File: src/rtl/flag_irq_dma_unit.sv
module flag_irq_dma_unit #(
  parameter int DW = 16,
  parameter int AW = 2,
  parameter int EW = 5
) (
  input  logic          clk,
  input  logic          rst_n,
  input  logic [AW-1:0] addr,
  input  logic          wr_en,
  input  logic          rd_en,
  input  logic [DW-1:0] wdata,
  output logic [DW-1:0] rdata,
  input  logic [DW-1:0] evt_set,
  input  logic          bus_busy,
  output logic          irq,
  output logic          rx_dreq,
  output logic          tx_dreq
);
  localparam logic [AW-1:0] A_IEN = 2'd0;
  localparam logic [AW-1:0] A_STAT = 2'd1;
  localparam logic [AW-1:0] A_VEC = 2'd2;
  localparam logic [AW-1:0] A_DMA = 2'd3;
  localparam logic [DW-1:0] KEEP = 16'h8E1E;
  localparam int RXB = 3;
  localparam int TXB = 4;
  localparam int BUSYB = 12;
  localparam int RX_EN_B = 15;
  localparam int TX_EN_B = 7;
  localparam int VW = $clog2(EW + 1);

  logic [DW-1:0] stat_q, clr_mask, stat_d;
  logic [EW-1:0] ien_q, pend;
  logic          dma_rx_q, dma_tx_q;
  logic [VW-1:0] vec_num;
  logic          vec_ack;
  logic          unused_wdata;

  assign unused_wdata = ^wdata;
  assign pend = stat_q[EW-1:0] & ien_q;
  assign irq = |pend;
  assign rx_dreq = dma_rx_q & stat_q[RXB];
  assign tx_dreq = dma_tx_q & stat_q[TXB];

  always_comb begin
    vec_num = '0;
    for (int i = EW - 1; i >= 0; i--)
      if (pend[i]) vec_num = VW'(i + 1);
  end

  assign vec_ack = rd_en && addr == A_VEC && vec_num != '0;
  assign clr_mask = vec_ack ? (DW'(1) << (vec_num - VW'(1))) : '0;
  assign stat_d = (stat_q & ~clr_mask) | (evt_set & KEEP);

  always_comb begin
    rdata = '0;
    case (addr)
      A_IEN:  rdata = DW'(ien_q);
      A_STAT: begin
        rdata = stat_q;
        rdata[BUSYB] = bus_busy;
      end
      A_VEC:  rdata = DW'(vec_num);
      default: begin
        rdata[RX_EN_B] = dma_rx_q;
        rdata[TX_EN_B] = dma_tx_q;
      end
    endcase
  end

  always_ff @(posedge clk) begin
    if (!rst_n) begin
      stat_q <= '0;
      ien_q <= '0;
      dma_rx_q <= 1'b0;
      dma_tx_q <= 1'b0;
    end else begin
      stat_q <= stat_d;
      if (wr_en && addr == A_IEN) ien_q <= wdata[EW-1:0];
      if (wr_en && addr == A_DMA) begin
        dma_rx_q <= wdata[RX_EN_B];
        dma_tx_q <= wdata[TX_EN_B];
        if (wdata[RX_EN_B]) ien_q[RXB] <= 1'b0;
        if (wdata[TX_EN_B]) ien_q[TXB] <= 1'b0;
      end
    end
  end

  p_sticky_set_r2: assert property (@(posedge clk) disable iff (!rst_n)
    ((evt_set & KEEP) != '0) |=> ((stat_q & $past(evt_set & KEEP)) == $past(evt_set & KEEP)));

  p_vec_clear_r6: assert property (@(posedge clk) disable iff (!rst_n)
    (vec_ack && evt_set == '0) |=> ((stat_q & $past(clr_mask)) == '0));

  p_vec_zero_r6: assert property (@(posedge clk) disable iff (!rst_n)
    (rd_en && addr == A_VEC && rdata == '0) |-> !irq);

  p_dma_clears_ien_r9: assert property (@(posedge clk) disable iff (!rst_n)
    (wr_en && addr == A_DMA && wdata[RX_EN_B]) |=> !ien_q[RXB]);

  p_readonly_r11: assert property (@(posedge clk) disable iff (!rst_n)
    (wr_en && (addr == A_STAT || addr == A_VEC) && evt_set == '0 && !vec_ack) |=> $stable(stat_q));
endmodule

File: config.mk
export PLATFORM = sky130hd
export DESIGN_NAME = flag_irq_dma_unit
export DESIGN_NICKNAME = d
export VERILOG_FILES = /design/src/rtl/flag_irq_dma_unit.sv
export SDC_FILE = /design/constraint.sdc
export NUM_CORES = 1
export LEC_CHECK = 0
export CAP_MARGIN = 10
export CELL_PAD_IN_SITES_DETAIL_PLACEMENT = 1
export CELL_PAD_IN_SITES_GLOBAL_PLACEMENT = 1
export CORE_UTILIZATION = 25
export CTS_CLUSTER_DIAMETER = 80
export DETAILED_ROUTE_END_ITERATION = 10
export MAX_ROUTING_LAYER = met4
export PLACE_DENSITY = 0.81
export SYNTH_ARGS = -nofsm -noshare
export SYNTH_HDL_FRONTEND = slang
export SYNTH_SLANG_ARGS = --single-unit
File: constraint.sdc
create_clock -name clk -period 1.35 [get_ports clk]
set_input_delay 0.27 -clock clk [delete_from_list [all_inputs] [get_ports clk]]
set_output_delay 0.27 -clock clk [all_outputs]
set_load 0.01 [all_outputs]
==> impl_metrics.yaml <==
die:
  die_area_um2: 4100
  io_pins: 58
  rows: 22
  core_um2: 3690
  start_util_pct: 26.1
  chipHeight_um: 64.0
  die_x_um: 64.0
global_route:
  busiest_layer: "met2"
  use_met1_pct: 19.8
  grt_pass1_wl_um: 5330
  grtUsageTotal_pct: 17.3
  antenna_found_initial: 0
  overflow: 0
  grt_util_met3_pct: 2.50
  grt_max_degree: 16
  grt_pass1_vias: 1112
  met2_usage_pct: 31.5
setup_path:
  crit_fanout: 4
  crit_arrival_ns: 1.35
  cp-start-kind: "register"
  cp_cell_sequence: "buf_4 -> a22o_4 -> a211o_1 -> buf_2"
  cpPeakStageDelay_ns: 0.33
  worstSetupPathType: "register to output port"
  crit_path_end_kind: "output port"
  required_ns: 1.08
  reg2regPathDepth: 4
  crit_slowest_cell: "dfxtp_2"
logic_synthesis:
  ys_ff_latch: 19
  yosysSeqAreaShare_pct: 39.5
  netlist_instances: 108
  netlist_area_um2: 962
  post_synth.cell_area_avg_um2: 8.91
  yosysWarnings: 0
  ys_types: 29
timing:
  fin_worst_skew_ns: 0.00296
  finalCritPeriodShare_pct: 120
  slew_viol_final: 0
  max_freq_mhz: 618
  hold_viol: 0
  period_needed_ns: 1.62
  setup_viol: 4
  finalWorstSetupSlack_ns: -0.267
  setup_tns_ns: -0.804
  rsz0062_at_grt: "true"
place:
  gp_congestion: 0.828
  dp_hpwl_um: 2470
  numPortBuffers: 37
outcome:
  run_status: "complete, but fails checks"
  violations: "negative setup slack"
clocking:
  clock_latency_ns: 0.25
  clkSinkCount: 19
  cts_tree: "done"
  h-tree-depth: 1
  numCtsBuffers: 3
  clk_pin_slew_ns: 0.07
  ctsLongestPathBuffers: 2
  root_buffer: "clkbuf_8"
  hold_buffers: 0
route:
  wl_um: 3340
  ant_nets: 0
  drt-initial-drc-count: 10
  wl_per_cell_um: 15.0
  vias: 1008
  drt_first_pass_iters: 4
  viasPerCell: 4.54
  drc: 0
flow_run:
  drv_cap: 0
power:
  vdd_drop_max_v: 0.000557
  p_total_mw: 1.27
  p_per_area_nw_per_um2: 781
  leakagePower_nw: 0.743
min_path:
  hp-class: "primary input to register"
  hold_depth: 3
final_layout:
  diodes: 0
  nets: 214
  n_fill_cell: 448
  syn_to_final_growth_pct: 69.6
  drive_above_1_share_pct: 39.7
[state kept, by name, summed over array words and instances, names as in the netlist]
register  count
dma_rx_q      1
ien_q         5
stat_q       12
dma_tx_q      1
[critical path, delay by kind of cell (launching register included)]
kind,cells,cell delay [ns]
buf+inv,2,0.28
flops,1,0.33
compound gates,2,0.48
[cells in the mapped netlist, drive strengths merged]
cell type	number	area (um^2)
a211o	1	8.76
o21a	5	37.5
a31oi	2	12.5
nand2	10	37.5
nand4b	1	8.76
inv	3	11.3
a21oi	2	13.8
mux2i	11	110
o21ai	6	30.0
and3	2	12.5
or2b	1	7.51
nor3b	1	18.8
conb	1	3.75
clkbuf	2	7.51
dfxtp	19	380
a22o	1	8.76
nor2	4	15.0
nand4	2	12.5
nor2b	7	43.8
a21boi	2	15.0
nand3	3	15.0
and2	12	75.1
o22ai	1	6.26
a41oi	2	17.5
a32oi	1	8.76
buf	6	43.8
[power by group]
part           internal (mW)  switching [mW]  total (mW)
clock network          0.210           0.186       0.395
registers              0.587          0.0163       0.603
logic                  0.162           0.114       0.276
total                  0.958           0.316        1.27
[through the flow]
step | hold slack, ns | area [um^2] | setup WS, ns | instances | util, %
6_report | 0.443 | 1630 | -0.267 | 222 | 44.2
5_1_grt | 0.452 | 1630 | -0.297 | 222 | 44.2
4_1_cts | 0.432 | 1620 | -0.275 | 220 | 43.8
3_5_place_dp | 0.443 | 1560 | -0.848 | 214 | 42.4
3_3_place_gp | 0.435 | 1560 | -0.779 | 214 | 42.4
2_1_floorplan | 0.380 | 970 | 0.0296 | 110 | -
[cells in the final DEF, fill, tap and decap left out, types with 2 or more instances in the layout]
cell type        count
o21ai_0              3
o21a_1               5
dfxtp_2              7
nor2b_1              6
buf_2               11
mux2i_1             11
and2_1              11
nor2_1               4
conb_1               3
dfxtp_1             12
buf_6                5
clkbuf_8             3
nand2_2              2
nand4_1              2
nand2_1              7
a41oi_1              2
o21ai_1              2
buf_4               26
clkdlybuf4s50_1     19
a21boi_0             2
nand3_1              2
a31oi_1              2
clkbuf_2             4
inv_1                3
[area by class of cell]
cell class / count / area (um^2) / share of cell area (%)
Inverter: 3 / 11.3 / 0.690
Multi-Input combinational cell: 80 / 568 / 34.8
Tap cell: 48 / 60.1 / 3.68
Clock buffer: 4 / 45.0 / 2.76
Timing Repair Buffer: 68 / 558 / 34.2
Sequential cell: 19 / 389 / 23.8
[kinds of logic (layout without fill, tap and decap cells)]
kind of cell | after synthesis | after routing | synth area share [%]
AO/OA/AOI/OAI | 23 | 23 | 16.5
multiplexers | 11 | 11 | 11.4
AND/OR/NAND/NOR | 43 | 43 | 25.6
flip-flops | 19 | 19 | 39.5
buffers and inverters | 11 | 75 | 6.50
other | 1 | 3 | 0.390
[metal layers]
metal	vias to the layer above	routed length, um
met1	478	1420
met3	2	105
met5	-	0
met2	31	1780
met4	0	25
li1	497	-
[final timing paths]
path / start / endpoint / slack, ns
worst max register to register: stat_q[0]$_SDFF_PN0_ / stat_q[3]$_SDFF_PN0_ / 0.05
worst min register to register: stat_q[15]$_SDFF_PN0_ / stat_q[15]$_SDFF_PN0_ / 0.46
worst min-delay path: addr[1] / stat_q[0]$_SDFF_PN0_ / 0.44
worst max-delay path: stat_q[3]$_SDFF_PN0_ / irq / -0.27
[repair_timing]
| item | 4_1_cts | 5_1_grt |
|---|---|---|
| buffers inserted | 2 | 2 |
| resized for setup | 82 | 10 |
| pin swaps | 5 | 4 |
| setup endpoints to repair | 23 | 13 |
Note: power is estimated with default switching activity, not from simulation.
